**config.mk**
```make
export PLATFORM = sky130hd
export DESIGN_NAME = can_init_lock
export DESIGN_NICKNAME = d
export VERILOG_FILES = /design/src/rtl/can_init_lock.sv
export SDC_FILE = /design/constraint.sdc
export NUM_CORES = 1
export LEC_CHECK = 0
export BUFFER_PORTS_ARGS = -buffer_cell sky130_fd_sc_hd__clkbuf_2
export CAP_MARGIN = 10
export CELL_PAD_IN_SITES_DETAIL_PLACEMENT = 1
export CELL_PAD_IN_SITES_GLOBAL_PLACEMENT = 1
export CORE_UTILIZATION = 34
export DETAILED_ROUTE_END_ITERATION = 10
export HOLD_SLACK_MARGIN = 0.1
export PLACE_DENSITY_LB_ADDON = 0.1
export SLEW_MARGIN = 20
export SYNTH_ARGS = -nofsm -noshare
export SYNTH_HDL_FRONTEND = slang
export SYNTH_SLANG_ARGS = --single-unit
```
**constraint.sdc**
```tcl
create_clock -name clk -period 3.62 [get_ports clk]
set_clock_uncertainty 0.05 [all_clocks]
set_input_delay 0 -clock clk [delete_from_list [all_inputs] [get_ports clk]]
set_output_delay 0 -clock clk [all_outputs]
set_load 0.1 [all_outputs]
```
**src/rtl/can_init_lock.sv**
```systemverilog
module can_init_lock #(
  parameter int IDLE_BITS = 11,
  parameter int NPROT = 4
) (
  input  logic             clk,
  input  logic             rst_n,
  input  logic             ctl_we,
  input  logic [4:0]       ctl_wdata,
  input  logic             ram_uncorr_err,
  input  logic             bus_off,
  input  logic [NPROT-1:0] prot_we_req,
  input  logic             tx_bit,
  input  logic             rx_bit,
  input  logic             bit_tick,
  output logic [4:0]       ctl_q,
  output logic [NPROT-1:0] prot_we,
  output logic             tx_pin,
  output logic             handler_hold,
  output logic             cfg_entry,
  output logic             idle_pulse,
  output logic             xfer_en
);
  localparam int CW = $clog2(IDLE_BITS + 1);
  localparam logic [CW-1:0] CNT_MAX = CW'(IDLE_BITS);
  localparam logic [CW-1:0] CNT_LAST = CW'(IDLE_BITS - 1);

  logic halt, unlock, test, mon, dar, unlock_d;
  logic [CW-1:0] cnt;

  wire hw_set  = ram_uncorr_err | bus_off;
  wire open_w  = halt & unlock;
  wire halt_n  = hw_set | (ctl_we ? ctl_wdata[0] : halt);
  wire idle_hit = ~halt & bit_tick & rx_bit & (cnt == CNT_LAST);

  always_ff @(posedge clk or negedge rst_n) begin
    if (!rst_n) begin
      halt     <= 1'b1;
      unlock   <= 1'b0;
      unlock_d <= 1'b0;
      test     <= 1'b0;
      mon      <= 1'b0;
      dar      <= 1'b0;
    end else begin
      halt     <= halt_n;
      unlock_d <= unlock;
      if (!halt_n)
        unlock <= 1'b0;
      else if (ctl_we && halt)
        unlock <= ctl_wdata[1];
      if (ctl_we) begin
        if (!ctl_wdata[2]) test <= 1'b0;
        else if (open_w) test <= 1'b1;
        if (!ctl_wdata[3]) mon <= 1'b0;
        else if (open_w) mon <= 1'b1;
        if (open_w) dar <= ctl_wdata[4];
      end
    end
  end

  always_ff @(posedge clk or negedge rst_n) begin
    if (!rst_n) begin
      cnt        <= '0;
      idle_pulse <= 1'b0;
      xfer_en    <= 1'b0;
    end else begin
      idle_pulse <= idle_hit;
      if (halt)
        xfer_en <= 1'b0;
      else if (idle_hit)
        xfer_en <= 1'b1;
      if (halt)
        cnt <= '0;
      else if (bit_tick) begin
        if (!rx_bit)
          cnt <= '0;
        else if (cnt < CNT_MAX)
          cnt <= cnt + 1'b1;
      end
    end
  end

  assign ctl_q        = {dar, mon, test, unlock, halt};
  assign prot_we      = prot_we_req & {NPROT{open_w}};
  assign tx_pin       = halt | tx_bit;
  assign handler_hold = unlock;
  assign cfg_entry    = unlock & ~unlock_d;
endmodule

```
* After elaboration in Yosys (flattened, before gate mapping)
Index checks and enable logic that the tools add are counted.
** Storage, ports and cells
- Register bits :: 12
- Input port bits :: 17
- Word-level logic and storage cells :: 46
** Operators by class
- Equal/unequal tests :: 5
- $add $sub $neg :: 1
- $lt $le $gt $ge :: 1
- Bitwise gates (word level) :: 11
- Muxes and demuxes :: 12
- Reductions and logical operators :: 7
** Operators by type and width (number)
- two-way mux 4 bit :: 4
- two-way mux 1 bit :: 8
- AND reduction 2 bit :: 4
- inequality test 2 x 1 -> 1 bit, second input constant :: 3
- bitwise AND 1 bit :: 5
- adder 4 x 1 -> 4 bit, second input constant :: 1
- bitwise AND 4 bit :: 1
- == test 4 bit, second input constant :: 1
- < comparator 4 bit, second input constant :: 1
- nonzero test 2 bit :: 2
- inequality test 3 x 1 -> 1 bit, second input constant :: 1
- bitwise OR 1 bit :: 3
- inverter 1 bit :: 2
- logical AND 1 bit :: 1

* Longest topological paths before layout
Gate-level depths: netlist (run 1).
- Depth after elaboration :: 6
- Mapped depth :: 4
- Depth with buffers taken out :: 4

* Least setup slack after synthesis (run 1)
No wires, ideal clock.
- Path kind :: register to output
- Start :: register unlock, in the netlist handler_hold
- End :: output port cfg_entry
- Required time :: 3.570 ns
- Slack :: 1.100 ns
- Data arrival time :: 2.470 ns
- Stages on the path, launching flop included :: 2
- Cells stage by stage :: dfrtp_1 > nor2b_1
** On the way
- Cells in the longest elaborated chain, start to end :: 1
** RTL lines
- from (decl) :: line 27 : logic halt, unlock, test, mon, dar, unlock_d;
- from (signal assigned) :: line 49 : unlock <= ctl_wdata[1];
- bitwise AND 1 bit :: line 86 : assign cfg_entry = unlock & ~unlock_d;
- to (decl) :: line 19 : output logic cfg_entry,
Every way passes these cells.

* Worst setup path in the final report (run 1)
- Start :: input port ram_uncorr_err
- End :: register unlock, in the netlist handler_hold
** On the way
- Cells in the longest elaborated chain, start to end :: 3
- Elaborated cells on any way between the ends :: 4
- Those cells by class :: eq/ne: 1; mux: 1; bitwise: 2
** RTL lines
- from (decl) :: line 9 : input logic ram_uncorr_err,
- bitwise OR 1 bit (*) :: line 30 : wire hw_set = ram_uncorr_err | bus_off;
- bitwise OR 1 bit (*) :: line 32 : wire halt_n = hw_set | (ctl_we ? ctl_wdata[0] : halt);
- inequality test 2 x 1 -> 1 bit (no line) / two-way mux 1 bit (equally long branches)
Mark *: on every way between the ends. The rest lies on a longest branch, timed or not.
A chain may end at the register's enable or synchronous reset.

==> report_table.html, run 1 <==
<table>
<tr><th>Metric</th><th>Value</th></tr>
<tr><th colspan="2">Clock tree</th></tr>
<tr><td>Clock slew at reported path FFs</td><td>0.07 ns</td></tr>
<tr><td>Buffers inserted by post-CTS timing repair</td><td>0</td></tr>
<tr><td>Clock sink count</td><td>12</td></tr>
<tr><td>Hold Buf Count CTS</td><td>16</td></tr>
<tr><td>Max clock buf depth</td><td>2</td></tr>
<tr><td>Clock root buffer master</td><td>clkbuf_4</td></tr>
<tr><td>Post-cts repair resize count</td><td>0</td></tr>
<tr><td>Clock buffers created by TritonCTS</td><td>3</td></tr>
<tr><td>Clock tree from TritonCTS</td><td>yes</td></tr>
<tr><td>Level count of the clock H-tree</td><td>1</td></tr>
<tr><td>Clock latency of the later-clocked register in the worst-skew pair</td><td>0.27 ns</td></tr>
<tr><th colspan="2">Worst setup path</th></tr>
<tr><td>Max incr delay on CP</td><td>0.58 ns</td></tr>
<tr><td>Endpoint kind of the worst setup timing path</td><td>register</td></tr>
<tr><td>Slowest stage cell, crit path</td><td>dlygate4sd3_1</td></tr>
<tr><td>CP cell instances</td><td>dlygate4sd3_1, clkbuf_2, nor2_1, dlygate4sd3_1, a21oi_1, dlygate4sd3_1</td></tr>
<tr><td>Startpoint type of the worst setup path</td><td>primary input</td></tr>
<tr><td>Critical path arrival</td><td>1.94 ns</td></tr>
<tr><td>Startpoint-to-endpoint class of the critical path</td><td>primary input to register</td></tr>
<tr><td>Critical path peak fanout</td><td>2</td></tr>
<tr><td>Combined buffer and inverter count along the critical path</td><td>4</td></tr>
<tr><td>Worst EP required</td><td>3.72 ns</td></tr>
<tr><td>Library cell appearing most often on the critical path</td><td>dlygate4sd3_1</td></tr>
<tr><td>Dominant delay contributor by cell family on the critical path</td><td>buffers and inverters</td></tr>
<tr><th colspan="2">Logic synthesis</th></tr>
<tr><td>Number of warnings printed during yosys synthesis</td><td>0</td></tr>
<tr><td>Yosys top cell area share</td><td>42.9%</td></tr>
<tr><td>Yosys top cell by area</td><td>dfrtp_1</td></tr>
<tr><td>Number of nets in the synthesized netlist</td><td>82</td></tr>
<tr><td>Number of instances in the synthesized netlist</td><td>63</td></tr>
<tr><td>Biggest area contributors in the synthesized netlist</td><td>dfrtp_1 (43%), buf_4 (7.0%), mux2i_1 (4.7%)</td></tr>
<tr><td>Combined area of all synthesized cells</td><td>642 um^2</td></tr>
<tr><td>Distinct cell type count of the synthesized netlist</td><td>26</td></tr>
<tr><td>Post-synthesis average cell area</td><td>10.2 um^2</td></tr>
<tr><td>Sequential share of the synthesized area</td><td>47.0%</td></tr>
<tr><td>Post-synthesis register bit count</td><td>12</td></tr>
<tr><th colspan="2">Global routing</th></tr>
<tr><td>Pin count of the biggest net entering global routing</td><td>19</td></tr>
<tr><td>First-pass GRT wire length</td><td>2780 um</td></tr>
<tr><td>Initial antenna violation count</td><td>0</td></tr>
<tr><td>Remaining global-route overflow</td><td>0</td></tr>
<tr><td>Via count of the first global-routing pass</td><td>593</td></tr>
<tr><td>Global Route Usage Sum</td><td>19.8%</td></tr>
<tr><th colspan="2">Route</th></tr>
<tr><td>Antenna viol nets, final</td><td>0</td></tr>
<tr><td>Wirelength per Cell</td><td>12.7 um</td></tr>
<tr><td>WL final</td><td>1660 um</td></tr>
<tr><td>Starting DRT DRC Count</td><td>4</td></tr>
<tr><td>Vias after detailed routing</td><td>614</td></tr>
<tr><td>Remaining DRCs</td><td>0</td></tr>
<tr><td>Vias per std cell</td><td>4.69</td></tr>
<tr><td>First-pass detailed-route iteration total</td><td>3</td></tr>
<tr><th colspan="2">Floorplanning</th></tr>
<tr><td>DIE AREA</td><td>2070 um^2</td></tr>
<tr><td>Core area</td><td>1750 um^2</td></tr>
<tr><td>Vertical die dimension</td><td>45.5 um</td></tr>
<tr><td>Row count</td><td>15</td></tr>
<tr><td>Starting utilization of the core area</td><td>36.8%</td></tr>
<tr><td>Chip width</td><td>45.5 um</td></tr>
<tr><td>Number of top-level pins</td><td>31</td></tr>
<tr><th colspan="2">Timing</th></tr>
<tr><td>Setup repair after global routing missed its margin</td><td>no</td></tr>
<tr><td>Maximum frequency from static timing analysis</td><td>542 MHz</td></tr>
<tr><td>Fin. Hold Viols</td><td>0</td></tr>
<tr><td>Max-slew violation count</td><td>0</td></tr>
<tr><td>Part of the cycle the worst path needs</td><td>51.0%</td></tr>
<tr><td>Slew @ Worst Pin</td><td>0.548 ns</td></tr>
<tr><td>Post-Route Setup TNS</td><td>0 ns</td></tr>
<tr><td>Min Tclk post-route</td><td>1.84 ns</td></tr>
<tr><td>Count of endpoints failing setup in the final report</td><td>0</td></tr>
<tr><td>Relative slew margins</td><td>63.6%</td></tr>
<tr><th colspan="2">Layout</th></tr>
<tr><td>Signed area change from the synthesized netlist to the final layout</td><td>51.1%</td></tr>
<tr><td>Post-layout net count</td><td>126</td></tr>
<tr><td># diodes</td><td>0</td></tr>
<tr><td>Layout cell share with drive strength beyond 1</td><td>35.8%</td></tr>
<tr><td>Final design instance area without fill</td><td>970 um^2</td></tr>
<tr><td>Post-layout util</td><td>55.6%</td></tr>
<tr><th colspan="2">Power and ir drop</th></tr>
<tr><td>Ratio of total power to cell area</td><td>459 nW/um^2</td></tr>
<tr><td>Peak supply drop</td><td>0.246 mV</td></tr>
<tr><td>Total leakage power</td><td>0.487 nW</td></tr>
<tr><th colspan="2">Status</th></tr>
<tr><td>Result of the run</td><td>complete, no violations</td></tr>
<tr><th colspan="2">Flow run</th></tr>
<tr><td>Total of max-cap violations</td><td>0</td></tr>
<tr><th colspan="2">Hold path</th></tr>
<tr><td>Path class of the lowest-slack min-delay path</td><td>register to register</td></tr>
<tr><th colspan="2">Placed design</th></tr>
<tr><td>Half-perimeter wire length after detailed placement</td><td>1050 um</td></tr>
<tr><td>Port bufs</td><td>30</td></tr>
<tr><td>Placed cell area</td><td>773 um^2</td></tr>
<tr><td>GPL Wtd Cong</td><td>0.766</td></tr>
</table>
## flip-flops by register name, indices dropped and copies added (netlist names)
name	count
cnt	4
dar	1
halt	1
handler_hold	1
idle_pulse	1
mon	1
test	1
unlock_d	1
xfer_en	1
## logic make-up (layout without fill, tap and decap cells)
logic type               Yosys count  in the layout  synth area share, %
multiplexers                       4              4                 6.43
AND/OR/NAND/NOR                   19             19                 16.4
AO/OA/AOI/OAI                     13             13                 15.0
buffers and inverters             13             56                 11.3
flip-flops                        12             12                 47.0
adder cells (fa/ha/maj)            2              2                 3.90
## per-layer routing
metal  wire, um  share of wire, %  up-vias  track usage, %
met3         79               4.8        2            7.14
li1           -                 -      305               -
met4          6              0.36        0            3.64
met1        733                44      289            24.9
met5          0                 0        -               0
met2        840                51       18            32.6
## worst paths after layout
path,from,slack [ns],cells past startpoint,endpoint
max in group asynchronous,rst_n,1.95,4,idle_pulse
setup / recovery,ram_uncorr_err,1.78,6,handler_hold
setup reg to reg,halt,1.79,3,dar
hold reg to reg,cnt[0],0.48,1,cnt[0]
min in group asynchronous,rst_n,0.60,3,dar
hold / removal,cnt[0],0.48,1,cnt[0]
## synth_stat cells
library cell	instances
buf_4	6
a211o_1	2
and3_1	4
nand2b_1	1
nor3_1	1
a41oi_1	1
a31oi_1	2
inv_1	6
mux2i_1	3
o32ai_1	1
or2b_1	1
mux2_2	1
or2_2	1
a21oi_1	3
ha_1	2
nand3_1	2
o22ai_1	1
o211ai_2	1
nand2_1	3
nor2_1	2
o31ai_1	2
dfrtp_1	11
dfstp_2	1
and2b_1	1
nor2b_1	3
buf_2	1
## per-stage QoR
step,power (mW),cells,setup WS [ns],hold WS (ns)
2_1_floorplan,0.302,63,1.10,-0.346
3_3_place_gp,0.319,111,2.24,-0.142
3_5_place_dp,0.321,111,2.23,-0.142
4_1_cts,0.450,131,1.79,0.451
5_1_grt,0.463,131,1.71,0.497
6_report,0.445,131,1.78,0.478
## worst reg2reg max path: stages, from the launching register on
cell and delay, ns:
dfstp_2 0.71, nand3_1 0.13, mux2_2 0.28, dlygate4sd3_1 0.55
## power breakdown
| group | leakage, nW | switching, mW | internal [mW] | total [mW] |
|---|---|---|---|---|
| logic | 0.311 | 0.141 | 0.0446 | 0.186 |
| clock network | 0.0210 | 0.0437 | 0.0612 | 0.105 |
| registers | 0.155 | 0.00998 | 0.144 | 0.154 |
| total | 0.487 | 0.195 | 0.250 | 0.445 |
## cell type report
class	count	area, um^2
timing repair buffer	46	310
multi-input combinational	38	268
clock buffer	4	36.3
fill	215	776
sequential	12	302
tap	25	31.3
inverter	6	22.5
## cell usage in the layout, fill, tap and decap left out, drive strengths merged
master	n
o211ai	1
a211o	2
a21oi	3
and2b	1
ha	2
nand3	2
inv	6
nor2b	3
o22ai	1
clkbuf	34
or2b	1
dlygate4sd3	16
nor2	2
o32ai	1
and3	4
nor3	1
mux2i	3
or2	1
mux2	1
dfrtp	11
nand2	3
a31oi	2
a41oi	1
nand2b	1
o31ai	2
dfstp	1
(Power assumes the default switching activity.)
==> run 2, diff against run 1 <==
--- a/config.mk
+++ b/config.mk
@@ -9,7 +9,7 @@
 export CAP_MARGIN = 10
 export CELL_PAD_IN_SITES_DETAIL_PLACEMENT = 1
 export CELL_PAD_IN_SITES_GLOBAL_PLACEMENT = 1
-export CORE_UTILIZATION = 34
+export CORE_UTILIZATION = 29
 export DETAILED_ROUTE_END_ITERATION = 10
 export HOLD_SLACK_MARGIN = 0.1
 export PLACE_DENSITY_LB_ADDON = 0.1
==> constraint.sdc (replaced) <==
create_clock -name clk -period 1.5 [get_ports clk]
set_clock_uncertainty 0.05 [all_clocks]
set_input_delay 0 -clock clk [delete_from_list [all_inputs] [get_ports clk]]
set_output_delay 0 -clock clk [all_outputs]
set_load 0.1 [all_outputs]
==> run 2 against run 1 <==
Sequential share of layout area fell by 2.5 points. Sequential power rose by 140%. Register-to-register slack got worse by 1.7 ns. Largest cell class unchanged. Critical path depth fell by 3. Design area rose by 9.2%. Via count fell by 2.6%. Flip-flop and latch count did not move. Global-route usage fell by 4.0 points.
==> report_table.html, run 2 (same netlist as run 1, synthesis figures left out) <==
<table>
<tr><th>Metric</th><th>Value</th></tr>
<tr><th colspan="2">Status</th></tr>
<tr><td>Result of the run</td><td>complete, no violations (unchanged)</td></tr>
<tr><th colspan="2">Timing</th></tr>
<tr><td>Worst setup slack after layout</td><td>0.0985 ns (was 1.78 ns)</td></tr>
<tr><td>Min Tclk post-route</td><td>1.40 ns</td></tr>
<tr><td>Maximum frequency from static timing analysis</td><td>714 MHz</td></tr>
<tr><td>Part of the cycle the worst path needs</td><td>93.4%</td></tr>
<tr><td>Max-slew violation count</td><td>0 (unchanged)</td></tr>
<tr><td>Post-Route Setup TNS</td><td>0 ns (unchanged)</td></tr>
<tr><td>Relative slew margins</td><td>63.8% (was 63.6%)</td></tr>
<tr><td>Count of endpoints failing setup in the final report</td><td>0 (unchanged)</td></tr>
<tr><td>Setup repair after global routing missed its margin</td><td>no (unchanged)</td></tr>
<tr><td>Fin. Hold Viols</td><td>0 (unchanged)</td></tr>
<tr><td>Slew @ Worst Pin</td><td>0.546 ns (was 0.548 ns)</td></tr>
<tr><th colspan="2">Route</th></tr>
<tr><td>Remaining DRCs</td><td>0 (unchanged)</td></tr>
<tr><td>Vias after detailed routing</td><td>598 (was 614)</td></tr>
<tr><td>First-pass detailed-route iteration total</td><td>3 (unchanged)</td></tr>
<tr><td>Vias per std cell</td><td>4.53 (was 4.69)</td></tr>
<tr><td>Starting DRT DRC Count</td><td>6 (was 4)</td></tr>
<tr><td>Wirelength per Cell</td><td>12.5 um (was 12.7 um)</td></tr>
<tr><td>WL final</td><td>1650 um (was 1660 um)</td></tr>
<tr><td>Antenna viol nets, final</td><td>0 (unchanged)</td></tr>
<tr><th colspan="2">Clock tree</th></tr>
<tr><td>Clock buffers created by TritonCTS</td><td>3 (unchanged)</td></tr>
<tr><td>Max clock buf depth</td><td>2 (unchanged)</td></tr>
<tr><td>Post-cts repair resize count</td><td>0 (unchanged)</td></tr>
<tr><td>Clock tree from TritonCTS</td><td>yes (unchanged)</td></tr>
<tr><td>Level count of the clock H-tree</td><td>1 (unchanged)</td></tr>
<tr><td>Clock latency of the later-clocked register in the worst-skew pair</td><td>0.27 ns (about the same)</td></tr>
<tr><td>Clock sink count</td><td>12 (unchanged)</td></tr>
<tr><td>Clock slew at reported path FFs</td><td>0.08 ns (was 0.07 ns)</td></tr>
<tr><td>Clock root buffer master</td><td>clkbuf_4 (unchanged)</td></tr>
<tr><th colspan="2">Worst setup path</th></tr>
<tr><td>Critical path peak fanout</td><td>4 (was 2)</td></tr>
<tr><td>Slowest stage cell, crit path</td><td>dfstp_2 (was dlygate4sd3_1)</td></tr>
<tr><td>Endpoint kind of the worst setup timing path</td><td>output port (was register)</td></tr>
<tr><td>Depth of the worst register-to-register path</td><td>4 (was 3)</td></tr>
<tr><td>CP cell instances</td><td>buf_4, and3_2, buf_12 (was dlygate4sd3_1, clkbuf_2, nor2_1, dlygate4sd3_1, a21oi_1, dlygate4sd3_1)</td></tr>
<tr><td>Startpoint-to-endpoint class of the critical path</td><td>register to output port (was primary input to register)</td></tr>
<tr><td>Critical path arrival</td><td>1.35 ns (was 1.94 ns)</td></tr>
<tr><td>Max incr delay on CP</td><td>0.55 ns (was 0.58 ns)</td></tr>
<tr><td>Startpoint type of the worst setup path</td><td>register (was primary input)</td></tr>
<tr><td>Worst EP required</td><td>1.45 ns (was 3.72 ns)</td></tr>
<tr><th colspan="2">Global routing</th></tr>
<tr><td>Via count of the first global-routing pass</td><td>626 (was 593)</td></tr>
<tr><td>Global Route Usage Sum</td><td>15.7% (was 19.8%)</td></tr>
<tr><td>Remaining global-route overflow</td><td>0 (unchanged)</td></tr>
<tr><td>Pin count of the biggest net entering global routing</td><td>13 (was 19)</td></tr>
<tr><td>Initial antenna violation count</td><td>0 (unchanged)</td></tr>
<tr><td>First-pass GRT wire length</td><td>2900 um (was 2780 um)</td></tr>
<tr><th colspan="2">Power and ir drop</th></tr>
<tr><td>Power Total</td><td>1.10 mW (was 0.445 mW)</td></tr>
<tr><td>Ratio of total power to cell area</td><td>1040 nW/um^2 (was 459 nW/um^2)</td></tr>
<tr><td>Peak supply drop</td><td>0.758 mV (was 0.246 mV)</td></tr>
<tr><td>Total leakage power</td><td>0.516 nW (was 0.487 nW)</td></tr>
<tr><th colspan="2">Placed design</th></tr>
<tr><td>GPL Wtd Cong</td><td>0.676 (was 0.766)</td></tr>
<tr><td>Port bufs</td><td>30 (unchanged)</td></tr>
<tr><td>Pre-CTS setup slack</td><td>0.136 ns (was 2.23 ns)</td></tr>
<tr><td>Half-perimeter wire length after detailed placement</td><td>1190 um (was 1050 um)</td></tr>
<tr><th colspan="2">Floorplanning</th></tr>
<tr><td>Row count</td><td>16 (was 15)</td></tr>
<tr><td>Number of top-level pins</td><td>31 (unchanged)</td></tr>
<tr><td>DIE AREA</td><td>2410 um^2 (was 2070 um^2)</td></tr>
<tr><td>Starting utilization of the core area</td><td>31.7% (was 36.8%)</td></tr>
<tr><td>Vertical die dimension</td><td>49.0 um (was 45.5 um)</td></tr>
<tr><td>Core area</td><td>2020 um^2 (was 1750 um^2)</td></tr>
<tr><td>Chip width</td><td>49.0 um (was 45.5 um)</td></tr>
<tr><th colspan="2">Layout</th></tr>
<tr><td>Fillers</td><td>233 (was 215)</td></tr>
<tr><td># diodes</td><td>0 (unchanged)</td></tr>
<tr><td>Most used cells in the layout excluding fill and tap cells</td><td>clkbuf_2 (23), dlygate4sd3_1 (11), dfrtp_1 (10) (was clkbuf_2 (30), dlygate4sd3_1 (16), dfrtp_1 (11))</td></tr>
<tr><td>Layout cell share with drive strength beyond 1</td><td>45.7% (was 35.8%)</td></tr>
<tr><td>Signed area change from the synthesized netlist to the final layout</td><td>64.9% (was 51.1%)</td></tr>
<tr><td>Leading cell type in the layout, fill and taps excluded</td><td>clkbuf_2 (unchanged)</td></tr>
<tr><td>Post-layout net count</td><td>125 (was 126)</td></tr>
<tr><td>Max FFs per register</td><td>4 (unchanged)</td></tr>
<tr><td>Most flop-heavy register</td><td>cnt (unchanged)</td></tr>
<tr><th colspan="2">Flow run</th></tr>
<tr><td>Total of max-cap violations</td><td>0 (unchanged)</td></tr>
<tr><th colspan="2">Hold path</th></tr>
<tr><td>Path class of the lowest-slack min-delay path</td><td>primary input to asynchronous set/reset pin (was register to register)</td></tr>
</table>
==> run 2: final timing paths <==
path                        start          to  slack, ns
max                          halt  prot_we[1]        0.1
min                         rst_n         mon       0.09
max reg2reg                cnt[0]      cnt[1]       0.13
min reg2reg                   dar         dar       0.47
max in group asynchronous   rst_n        halt       1.02
min in group clk           tx_bit      tx_pin       0.32
==> run 2: per-stage QoR <==
step	instance area, um^2	hold slack, ns	cells	util (%)
4_1_cts	1060	0.103	132	52.4
3_3_place_gp	897	-0.141	115	44.4
3_5_place_dp	897	-0.141	115	44.4
6_report	1060	0.0889	132	52.4
2_1_floorplan	656	-0.346	63	-
5_1_grt	1060	0.113	132	52.4
==> run 2: final cells by class <==
class | instances | area (um^2) | area share [%]
Timing Repair Buffer | 45 | 383 | 36.2
Sequential cell | 12 | 303 | 28.6
Multi-Input combinational cell | 38 | 280 | 26.5
Clock buffer | 4 | 36.3 | 3.43
Tap cell | 27 | 33.8 | 3.19
Inverter | 6 | 22.5 | 2.13
==> run 2: power by group <==
part / total (mW) / switching (mW) / internal, mW / leakage, nW
Clock: 0.257 / 0.110 / 0.147 / 0.0210
Sequential: 0.372 / 0.0231 / 0.349 / 0.154
Combinational: 0.474 / 0.345 / 0.130 / 0.342
Total: 1.10 / 0.477 / 0.626 / 0.516
==> run 2: metal layers <==
layer / share of wire (%) / vias up / track usage [%]
met5: 0 / - / 0
met2: 52 / 18 / 28.7
li1: - / 297 / -
met4: 0.61 / 0 / 1.47
met1: 42 / 281 / 17.7
met3: 5.3 / 2 / 6.23
==> run 2: timing repair <==
item / in CTS / in global routing
hold buffers: 11 / 0
setup endpoints to repair: 1 / 0
endpoints found under the hold margin: 23 / 0
setup buffers: 2 / 0
==> run 2: worst max-delay path: cells and delay by family (launching register included) <==
family | cells | cell delay [ns]
AND/OR/NAND/NOR | 1 | 0.21
flip-flops | 1 | 0.55
buffers and inverters | 2 | 0.32
